<file path="src/rtl/rtc_cal_pkg.sv">
package rtc_cal_pkg;

  typedef struct packed {
    logic [6:0] yr;
    logic [3:0] mon;
    logic [4:0] mday;
    logic [2:0] wday;
    logic [4:0] hr;
    logic [5:0] min;
    logic [5:0] sec;
  } cal_t;

  typedef struct packed {
    logic [7:0] yr;
    logic [7:0] mon;
    logic [7:0] mday;
    logic [7:0] wday;
    logic [7:0] hr;
    logic [7:0] min;
    logic [7:0] sec;
  } vis_t;

  localparam logic [2:0] OSC_RUN   = 3'b010;
  localparam logic [7:0] FLG_ALARM = 8'hA0;
  localparam logic [7:0] FLG_UEND  = 8'h90;

  // binary value (0..99) to register byte
  function automatic logic [7:0] enc_val(input logic [6:0] v, input logic bin);
    logic [6:0] t;
    logic [6:0] u;
    t = v / 7'd10;
    u = v - t * 7'd10;
    return bin ? {1'b0, v} : {t[3:0], u[3:0]};
  endfunction

  // register byte to binary value
  function automatic logic [6:0] dec_val(input logic [7:0] b, input logic bin);
    return bin ? b[6:0] : (7'(b[7:4]) * 7'd10 + 7'(b[3:0]));
  endfunction

  function automatic logic [7:0] enc_hour(input logic [4:0] h, input logic bin,
                                          input logic h24);
    logic [4:0] h12;
    if (h24) return enc_val({2'b00, h}, bin);
    h12 = (h >= 5'd12) ? h - 5'd12 : h;
    if (h12 == 5'd0) h12 = 5'd12;
    return enc_val({2'b00, h12}, bin) | ((h >= 5'd12) ? 8'h80 : 8'h00);
  endfunction

  function automatic logic [4:0] dec_hour(input logic [7:0] b, input logic bin,
                                          input logic h24);
    logic [6:0] v;
    v = dec_val({1'b0, b[6:0]}, bin);
    if (h24) return v[4:0];
    if (v == 7'd12) v = 7'd0;
    if (b[7]) v = v + 7'd12;
    return v[4:0];
  endfunction

  function automatic logic is_leap(input int unsigned y);
    return ((y % 4) == 0) && (((y % 100) != 0) || ((y % 400) == 0));
  endfunction

  function automatic logic [4:0] month_len(input logic [3:0] m, input logic [6:0] yy,
                                           input int unsigned century);
    case (m)
      4'd2:                     return is_leap(century * 100 + 32'(yy)) ? 5'd29 : 5'd28;
      4'd4, 4'd6, 4'd9, 4'd11: return 5'd30;
      default:                  return 5'd31;
    endcase
  endfunction

  function automatic cal_t next_sec(input cal_t c, input int unsigned century);
    cal_t n;
    n = c;
    if (c.sec != 6'd59) n.sec = c.sec + 6'd1;
    else begin
      n.sec = 6'd0;
      if (c.min != 6'd59) n.min = c.min + 6'd1;
      else begin
        n.min = 6'd0;
        if (c.hr != 5'd23) n.hr = c.hr + 5'd1;
        else begin
          n.hr   = 5'd0;
          n.wday = (c.wday >= 3'd6) ? 3'd0 : c.wday + 3'd1;
          if (c.mday >= month_len(c.mon, c.yr, century)) begin
            n.mday = 5'd1;
            if (c.mon >= 4'd12) begin
              n.mon = 4'd1;
              n.yr  = (c.yr >= 7'd99) ? 7'd0 : c.yr + 7'd1;
            end else begin
              n.mon = c.mon + 4'd1;
            end
          end else begin
            n.mday = c.mday + 5'd1;
          end
        end
      end
    end
    return n;
  endfunction

  function automatic vis_t fmt_cal(input cal_t c, input logic bin, input logic h24);
    vis_t v;
    v.sec  = enc_val({1'b0, c.sec}, bin);
    v.min  = enc_val({1'b0, c.min}, bin);
    v.hr   = enc_hour(c.hr, bin, h24);
    v.wday = enc_val({4'd0, c.wday}, bin);
    v.mday = enc_val({2'd0, c.mday}, bin);
    v.mon  = enc_val({3'd0, c.mon}, bin);
    v.yr   = enc_val(c.yr, bin);
    return v;
  endfunction

  function automatic cal_t dec_cal(input vis_t r, input logic bin, input logic h24);
    cal_t c;
    logic [6:0] s, m, w, d, mo, y;
    s  = dec_val(r.sec, bin);
    m  = dec_val(r.min, bin);
    w  = dec_val(r.wday, bin);
    d  = dec_val(r.mday, bin);
    mo = dec_val(r.mon, bin);
    y  = dec_val(r.yr, bin);
    c.sec  = s[5:0];
    c.min  = m[5:0];
    c.hr   = dec_hour(r.hr, bin, h24);
    c.wday = w[2:0];
    c.mday = d[4:0];
    c.mon  = mo[3:0];
    c.yr   = y;
    return c;
  endfunction

endpackage

</file>
<file path="src/rtl/rtc_cal_counter.sv">
module rtc_cal_counter
  import rtc_cal_pkg::*;
#(
  parameter int unsigned CENTURY = 20
) (
  input  logic clk,
  input  logic rst_n,
  input  logic adv,
  input  logic load,
  input  cal_t load_val,
  output cal_t cur
);

  cal_t nxt;

  always_comb nxt = next_sec(cur, CENTURY);

  always_ff @(posedge clk or negedge rst_n) begin
    if (!rst_n) begin
      cur <= '{yr: 7'd0, mon: 4'd1, mday: 5'd1, wday: 3'd0,
               hr: 5'd0, min: 6'd0, sec: 6'd0};
    end else if (load) begin
      cur <= load_val;
    end else if (adv) begin
      cur <= nxt;
    end
  end

  // seconds wrap and carry into minutes
  a_r6_sec_wrap: assert property (@(posedge clk) disable iff (!rst_n)
    adv && !load && cur.sec == 6'd59 |=> cur.sec == 6'd0);
  a_r6_hold_idle: assert property (@(posedge clk) disable iff (!rst_n)
    !adv && !load |=> $stable(cur));

endmodule

</file>
<file path="src/rtl/rtc_update_seq.sv">
module rtc_update_seq #(
  parameter int unsigned DELAY_US = 244
) (
  input  logic clk,
  input  logic rst_n,
  input  logic tick_ok,
  input  logic us_tick,
  input  logic set_mode,
  input  logic cancel,
  output logic start,
  output logic done,
  output logic busy,
  output logic uip
);

  localparam int unsigned CW = $clog2(DELAY_US + 1);
  localparam logic [CW-1:0] LAST = CW'(DELAY_US - 1);

  logic [CW-1:0] cnt;

  assign start = tick_ok && !busy && !cancel;
  assign done  = busy && us_tick && (cnt == LAST) && !cancel;

  always_ff @(posedge clk or negedge rst_n) begin
    if (!rst_n) begin
      busy <= 1'b0;
      cnt  <= '0;
      uip  <= 1'b0;
    end else if (cancel) begin
      busy <= 1'b0;
      cnt  <= '0;
      uip  <= 1'b0;
    end else if (start) begin
      busy <= 1'b1;
      cnt  <= '0;
      uip  <= !set_mode;
    end else if (done) begin
      busy <= 1'b0;
      cnt  <= '0;
      uip  <= 1'b0;
    end else begin
      if (busy && us_tick) cnt <= cnt + 1'b1;
      if (set_mode) uip <= 1'b0;
    end
  end

  // update bit only inside an update window
  a_r2_uip_in_window: assert property (@(posedge clk) disable iff (!rst_n)
    uip |-> busy);
  // window closes exactly when the copy happens
  a_r2_done_clears: assert property (@(posedge clk) disable iff (!rst_n)
    done |=> !uip);
  // cancel abandons the window
  a_r11_cancel: assert property (@(posedge clk) disable iff (!rst_n)
    cancel |=> !busy && !uip);
  // set mode never raises the update bit
  a_r3_no_uip: assert property (@(posedge clk) disable iff (!rst_n)
    set_mode && !uip |=> !uip);

endmodule

</file>
<file path="src/rtl/rtc_alarm_match.sv">
module rtc_alarm_match
  import rtc_cal_pkg::*;
(
  input  cal_t       cur,
  input  logic [7:0] alm_sec,
  input  logic [7:0] alm_min,
  input  logic [7:0] alm_hr,
  input  logic       bin,
  input  logic       h24,
  output logic       hit
);

  logic       s_ok, m_ok, h_ok;
  logic [6:0] s_v, m_v;
  logic [4:0] h_v;

  always_comb begin
    s_v  = dec_val(alm_sec, bin);
    m_v  = dec_val(alm_min, bin);
    h_v  = dec_hour(alm_hr, bin, h24);
    s_ok = (alm_sec[7:6] == 2'b11) || (s_v == {1'b0, cur.sec});
    m_ok = (alm_min[7:6] == 2'b11) || (m_v == {1'b0, cur.min});
    h_ok = (alm_hr[7:6] == 2'b11)  || (h_v == cur.hr);
    hit  = s_ok && m_ok && h_ok;
  end

endmodule

</file>
<file path="src/rtl/rtc_calendar_engine.sv">
module rtc_calendar_engine
  import rtc_cal_pkg::*;
#(
  parameter int unsigned DELAY_US = 244,
  parameter int unsigned CENTURY  = 20
) (
  input  logic       clk,
  input  logic       rst_n,
  input  logic       sec_tick,
  input  logic       us_tick,
  input  logic [2:0] osc_sel,
  input  logic       set_mode,
  input  logic       bin_mode,
  input  logic       hr24,
  input  logic       alarm_en,
  input  logic       uend_en,
  input  logic [7:0] alm_sec,
  input  logic [7:0] alm_min,
  input  logic [7:0] alm_hr,
  input  logic       load_en,
  input  logic [7:0] ld_sec,
  input  logic [7:0] ld_min,
  input  logic [7:0] ld_hr,
  input  logic [7:0] ld_wday,
  input  logic [7:0] ld_mday,
  input  logic [7:0] ld_mon,
  input  logic [7:0] ld_year,
  input  logic       flag_clr,
  output logic [7:0] out_sec,
  output logic [7:0] out_min,
  output logic [7:0] out_hr,
  output logic [7:0] out_wday,
  output logic [7:0] out_mday,
  output logic [7:0] out_mon,
  output logic [7:0] out_year,
  output logic       uip,
  output logic [7:0] flags
);

  // named internal events
  logic tick_ok, step, copy_done, upd_busy, alarm_hit, set_af, set_uf;
  cal_t cur, ld_cal;
  vis_t ld_raw, ld_show, cur_show, vis;

  assign tick_ok = sec_tick && (osc_sel == OSC_RUN);

  always_comb begin
    ld_raw   = '{yr: ld_year, mon: ld_mon, mday: ld_mday, wday: ld_wday,
                 hr: ld_hr, min: ld_min, sec: ld_sec};
    ld_cal   = dec_cal(ld_raw, bin_mode, hr24);
    ld_show  = fmt_cal(ld_cal, bin_mode, hr24);
    cur_show = fmt_cal(cur, bin_mode, hr24);
  end

  rtc_update_seq #(.DELAY_US(DELAY_US)) u_seq (
    .clk      (clk),
    .rst_n    (rst_n),
    .tick_ok  (tick_ok),
    .us_tick  (us_tick),
    .set_mode (set_mode),
    .cancel   (load_en),
    .start    (step),
    .done     (copy_done),
    .busy     (upd_busy),
    .uip      (uip)
  );

  rtc_cal_counter #(.CENTURY(CENTURY)) u_cnt (
    .clk      (clk),
    .rst_n    (rst_n),
    .adv      (step),
    .load     (load_en),
    .load_val (ld_cal),
    .cur      (cur)
  );

  rtc_alarm_match u_alm (
    .cur     (cur),
    .alm_sec (alm_sec),
    .alm_min (alm_min),
    .alm_hr  (alm_hr),
    .bin     (bin_mode),
    .h24     (hr24),
    .hit     (alarm_hit)
  );

  assign set_af = copy_done && alarm_en && alarm_hit;
  assign set_uf = copy_done && uend_en && !set_mode;

  always_ff @(posedge clk or negedge rst_n) begin
    if (!rst_n) begin
      vis <= '{yr: 8'h00, mon: 8'h01, mday: 8'h01, wday: 8'h00,
               hr: 8'h00, min: 8'h00, sec: 8'h00};
    end else if (load_en) begin
      vis <= ld_show;
    end else if (copy_done && !set_mode) begin
      vis <= cur_show;
    end
  end

  always_ff @(posedge clk or negedge rst_n) begin
    if (!rst_n) begin
      flags <= 8'h00;
    end else begin
      flags <= (flag_clr ? 8'h00 : flags)
             | (set_af ? FLG_ALARM : 8'h00)
             | (set_uf ? FLG_UEND : 8'h00);
    end
  end

  assign out_sec  = vis.sec;
  assign out_min  = vis.min;
  assign out_hr   = vis.hr;
  assign out_wday = vis.wday;
  assign out_mday = vis.mday;
  assign out_mon  = vis.mon;
  assign out_year = vis.yr;

  // a tick with the oscillator stopped raises nothing
  a_r1_div_hold: assert property (@(posedge clk) disable iff (!rst_n)
    sec_tick && osc_sel != 3'b010 && !load_en && !upd_busy |=> !uip);
  // set mode freezes the visible registers at copy time
  a_r3_frozen: assert property (@(posedge clk) disable iff (!rst_n)
    copy_done && set_mode && !load_en |=> $stable(out_sec) && $stable(out_hr)
                                          && $stable(out_mday));
  // update-ended flag rises only from a completed update
  a_r9_uf_source: assert property (@(posedge clk) disable iff (!rst_n)
    !flags[4] && !(copy_done && uend_en && !set_mode) |=> !flags[4]);
  // alarm flag needs the enable
  a_r8_af_enable: assert property (@(posedge clk) disable iff (!rst_n)
    !flags[5] && !alarm_en |=> !flags[5]);
  // clear empties the flags when nothing new arrives
  a_r10_clear: assert property (@(posedge clk) disable iff (!rst_n)
    flag_clr && !copy_done |=> flags == 8'h00);

endmodule

</file>
<file path="config.mk">
export PLATFORM = sky130hd
export DESIGN_NAME = rtc_calendar_engine
export DESIGN_NICKNAME = d
export VERILOG_FILES = /design/src/rtl/rtc_cal_pkg.sv /design/src/rtl/rtc_cal_counter.sv /design/src/rtl/rtc_update_seq.sv /design/src/rtl/rtc_alarm_match.sv /design/src/rtl/rtc_calendar_engine.sv
export SDC_FILE = /design/constraint.sdc
export NUM_CORES = 1
export LEC_CHECK = 0
export BUFFER_PORTS_ARGS = -buffer_cell sky130_fd_sc_hd__buf_2
export CORE_UTILIZATION = 60
export CTS_CLUSTER_SIZE = 24
export DETAILED_ROUTE_END_ITERATION = 6
export PLACE_DENSITY = 0.82
export SETUP_SLACK_MARGIN = 0.1
export SKIP_CTS_REPAIR_TIMING = 1
export SYNTH_ARGS = -nofsm -noshare
export SYNTH_HDL_FRONTEND = slang
export SYNTH_SLANG_ARGS = --single-unit
</file>
<file path="constraint.sdc">
create_clock -name clk -period 16.2 [get_ports clk]
set_input_delay 3.24 -clock clk [delete_from_list [all_inputs] [get_ports clk]]
set_output_delay 3.24 -clock clk [all_outputs]
set_load 0.03 [all_outputs]
</file>
==> Flow_metrics.wiki <==
{| class="wikitable"
! Metric !! Value
|-
| Post-layout nets || 1,972
|-
| Via density per instance || 6.29
|-
| Share of flip-flops with an asynchronous set or reset after synthesis || 100%
|-
| Total length of routed wires || 33.9 mm
|-
| Unrepaired setup endpoints after global routing || no
|-
| Commonest cells post-synth || 166 x sky130_fd_sc_hd__o21ai_0, 164 x sky130_fd_sc_hd__nand2_1, 146 x sky130_fd_sc_hd__ha_1
|-
| Fraction of final layout cells with drive strength greater than 1 || 12.8%
|-
| Initial antenna violation count || 2
|-
| Status || completed
|-
| Latest clock arrival within the worst-skew pair || 0.37 ns
|-
| Relative slew margins || 30.2%
|-
| Starting density of the core || 61.1%
|-
| WHS || 0.473 ns
|-
| Yosys top cell area share || 17.2%
|-
| Final weighted congestion in routability-driven placement || 0.917
|-
| TritonCTS clock tree || yes
|-
| Nature of the critical path endpoint || flip-flop
|-
| Static power due to leakage || 6.19 nW
|-
| Primary FF master, synth || sky130_fd_sc_hd__dfrtp_1
|-
| Post-synth top area cell || sky130_fd_sc_hd__dfrtp_1
|-
| Setup total negative slack || 0 ns
|-
| Die width || 148 microns
|-
| Arrival time at the worst endpoint || 10.14 ns
|-
| Met3 usage in global routing || 3.80%
|-
| Biggest fanout along the worst timing path || 11
|-
| Area growth from synthesis to layout || 7.83%
|-
| Total grt overflow || 0
|-
| Synth unique cells || 98
|-
| Number of cells on the critical path || 32
|-
| HPWL Detailed || 25.4 mm
|-
| Setup violation total in the final timing report || 0
|-
| Slowest stage cell on the critical path || sky130_fd_sc_hd__o21ai_0
|-
| Die Span Y || 148 microns
|-
| Synthesized cell area || 12,800 sq um
|-
| Most instantiated library cell after synthesis || sky130_fd_sc_hd__o21ai_0
|-
| Master cell of the clock root buffer || sky130_fd_sc_hd__clkbuf_16
|-
| Pin count of the biggest net entering global routing || 77
|-
| Register area share after synthesis || 18.0%
|-
| Slew at the pin with the worst max-slew slack || 1.04 ns
|-
| Critical path data required time || 16.41 ns
|-
| Number of I/O pins || 159
|-
| Clock Sinks || 92
|-
| Port bufs || 136
|-
| Clock slew seen by the registers of the worst setup and hold paths || 0.07 ns
|-
| EDFF count, synth || 0
|-
| Worst setup path class || input port to flip-flop
|-
| Final critical delay including setup and external delays || 9.93 ns
|-
| Number of hold violations in the final report || 0
|-
| H-tree depth || 3
|-
| Max capacitance violation total || 0
|-
| Most common cell on crit path || sky130_fd_sc_hd__ha_1
|-
| Biggest cell delay along the critical path || 0.81 ns
|-
| GR Util met2 || 52.4%
|-
| Number of vias after detailed routing || 12,500
|-
| Post-route DRC || 0
|-
| Power per Cell Area || 149 nW/um^2
|-
| Mapped Cells || 1,629
|-
| Yosys Warn Count || 0
|-
| Total count of max-transition violations in the final report || 0
|-
| Cts bufs inserted || 9
|-
| Worst min path class || flip-flop to flip-flop
|-
| Via count of the first global-routing pass || 11,700
|-
| FP Rows || 53
|-
| Worst-case clock skew || 0.0136 ns
|-
| Top post-synthesis cells by area || sky130_fd_sc_hd__dfrtp_1 17%, sky130_fd_sc_hd__ha_1 14%, sky130_fd_sc_hd__o21ai_0 6.5%
|-
| Number of cells on the worst reg-to-reg path || 24
|-
| Post-route antenna net violation count || 0
|-
| Final Cycle Share || 61.3%
|-
| CTS Buffer Depth || 2
|-
| Wire length of the first global-routing pass || 55.9 mm
|-
| Hold Path Cell Cnt || 2
|-
| Total Die Area || 21,900 sq um
|-
| GR peak layer || met2
|-
| Count of routing violations after the opening detailed-route iteration || 901
|-
| Syn Area/Cell || 7.86 sq um
|-
| Buffers plus inverters on the worst setup path || 4
|-
| Max VDD drop || 0.0948 mV
|-
| First-pass DRT Iterations || 5
|-
| Floorplan Core Area || 21,000 sq um
|-
| GR Util All Layers || 31.1%
|-
| Max frequency || 101 MHz
|-
| Critical path startpoint category || input port
|-
| Detailed-route wire length per cell || 17.1 microns
|-
| Seq cells post-synth || 92
|-
| Gate family responsible for the most delay along the worst path || compound AO/OA/AOI/OAI gates
|-
| Met1 layer usage reported by global route || 39.2%
|}
[layer usage]
metal	share of wire, %	vias to the layer above	wire length [microns]
met1	42	5933	14200
met3	5.7	90	1950
met4	4.1	2	1390
li1	-	6061	-
met2	48	429	16400
met5	0.029	-	10
[worst reg2reg max path, stage by stage, from the launching register on]
cell and delay [ns]:
sky130_fd_sc_hd__dfrtp_1 0.76, sky130_fd_sc_hd__ha_1 0.48, sky130_fd_sc_hd__inv_1 0.08, sky130_fd_sc_hd__ha_1 0.46, sky130_fd_sc_hd__ha_1 0.60, sky130_fd_sc_hd__inv_2 0.20, sky130_fd_sc_hd__a21boi_0 0.52, sky130_fd_sc_hd__a311o_1 0.27
sky130_fd_sc_hd__o211ai_2 0.29, sky130_fd_sc_hd__and2_1 0.29, sky130_fd_sc_hd__a211oi_1 0.45, sky130_fd_sc_hd__nand2_1 0.23, sky130_fd_sc_hd__a2111oi_2 0.48, sky130_fd_sc_hd__a21oi_1 0.18, sky130_fd_sc_hd__a311o_1 0.35, sky130_fd_sc_hd__mux2i_1 0.25
sky130_fd_sc_hd__mux2_2 0.38, sky130_fd_sc_hd__a2111oi_1 0.45, sky130_fd_sc_hd__a21oi_1 0.19, sky130_fd_sc_hd__ha_1 0.30, sky130_fd_sc_hd__a41oi_1 0.25, sky130_fd_sc_hd__o21ai_1 0.24, sky130_fd_sc_hd__nand2_1 0.27, sky130_fd_sc_hd__a21o_1 0.36
sky130_fd_sc_hd__mux2_2 0.38
[worst paths after layout]
kind / start / to / slack [ns]
max in group asynchronous: rst_n / out_hr[2] / 12.17
hold reg to reg: out_mon[0] / out_mon[0] / 0.47
hold / removal: out_mon[0] / out_mon[0] / 0.47
setup reg to reg: u_cnt.cur[33] / u_cnt.cur[29] / 7.39
setup / recovery: ld_year[5] / out_year[3] / 6.27
min in group asynchronous: rst_n / out_mday[3] / 2.72
[layout by cell type (no fill, tap or decap), types with 18 or more instances in the layout]
cell type,instances
sky130_fd_sc_hd__buf_2,133
sky130_fd_sc_hd__o211ai_1,19
sky130_fd_sc_hd__mux2i_1,28
sky130_fd_sc_hd__a21o_1,23
sky130_fd_sc_hd__xor2_1,28
sky130_fd_sc_hd__o21ai_0,166
sky130_fd_sc_hd__inv_1,107
sky130_fd_sc_hd__nor2_1,117
sky130_fd_sc_hd__fa_1,24
sky130_fd_sc_hd__nand4_1,18
sky130_fd_sc_hd__nand3_1,40
sky130_fd_sc_hd__conb_1,18
sky130_fd_sc_hd__nand2_1,164
sky130_fd_sc_hd__ha_1,146
sky130_fd_sc_hd__nor3_1,32
sky130_fd_sc_hd__dfrtp_1,88
sky130_fd_sc_hd__a21oi_1,118
sky130_fd_sc_hd__a211oi_1,30
sky130_fd_sc_hd__xnor2_1,74
sky130_fd_sc_hd__a31oi_1,24
[sequential cells by signal, indices dropped and copies added, names as in the netlist, 5 cells and up]
register   flops
u_cnt.cur     36
out_min        7
out_hr         7
out_mon        5
out_mday       6
u_seq.cnt      8
out_year       8
out_sec        7
[cell type report]
class | count | area (sq um)
multi-input cells | 1350 | 9700
fillers | 1794 | 7150
flip-flops and latches | 92 | 2310
repair buffers | 144 | 748
inverters | 111 | 417
well taps | 275 | 344
clock buffers | 10 | 229
clock inverters | 6 | 53.8
diodes | 1 | 2.50
[power by group]
group | internal, mW | switching, mW | leakage [nW] | total (mW)
registers | 0.278 | 0.0879 | 1.14 | 0.366
logic | 0.594 | 0.881 | 4.92 | 1.48
clock network | 0.107 | 0.106 | 0.136 | 0.214
total | 0.980 | 1.08 | 6.19 | 2.06
[per-stage QoR]
step | setup WS [ns] | util, % | cell area, sq um | power, mW | instances
floorplan | 7.03 | - | 12900 | 1.52 | 1646
global placement | 6.08 | 64.5 | 13500 | 1.77 | 1972
detailed placement | 5.99 | 64.5 | 13500 | 1.81 | 1972
CTS | 6.37 | 65.8 | 13800 | 2.04 | 1988
global route | 5.66 | 65.8 | 13800 | 2.25 | 1988
finish | 6.27 | 65.9 | 13800 | 2.06 | 1989
[logic make-up after synthesis]
family	count (synthesis)	synth area share (%)
compound gates	529	26.8
simple gates	476	17.8
buf+inv	204	6.73
fa+ha+maj	171	18.1
xor+xnor	103	7.20
flops	92	18.0
mux	53	5.36
other cells	1	0.0293
Power figures use the tool's default switching activity.
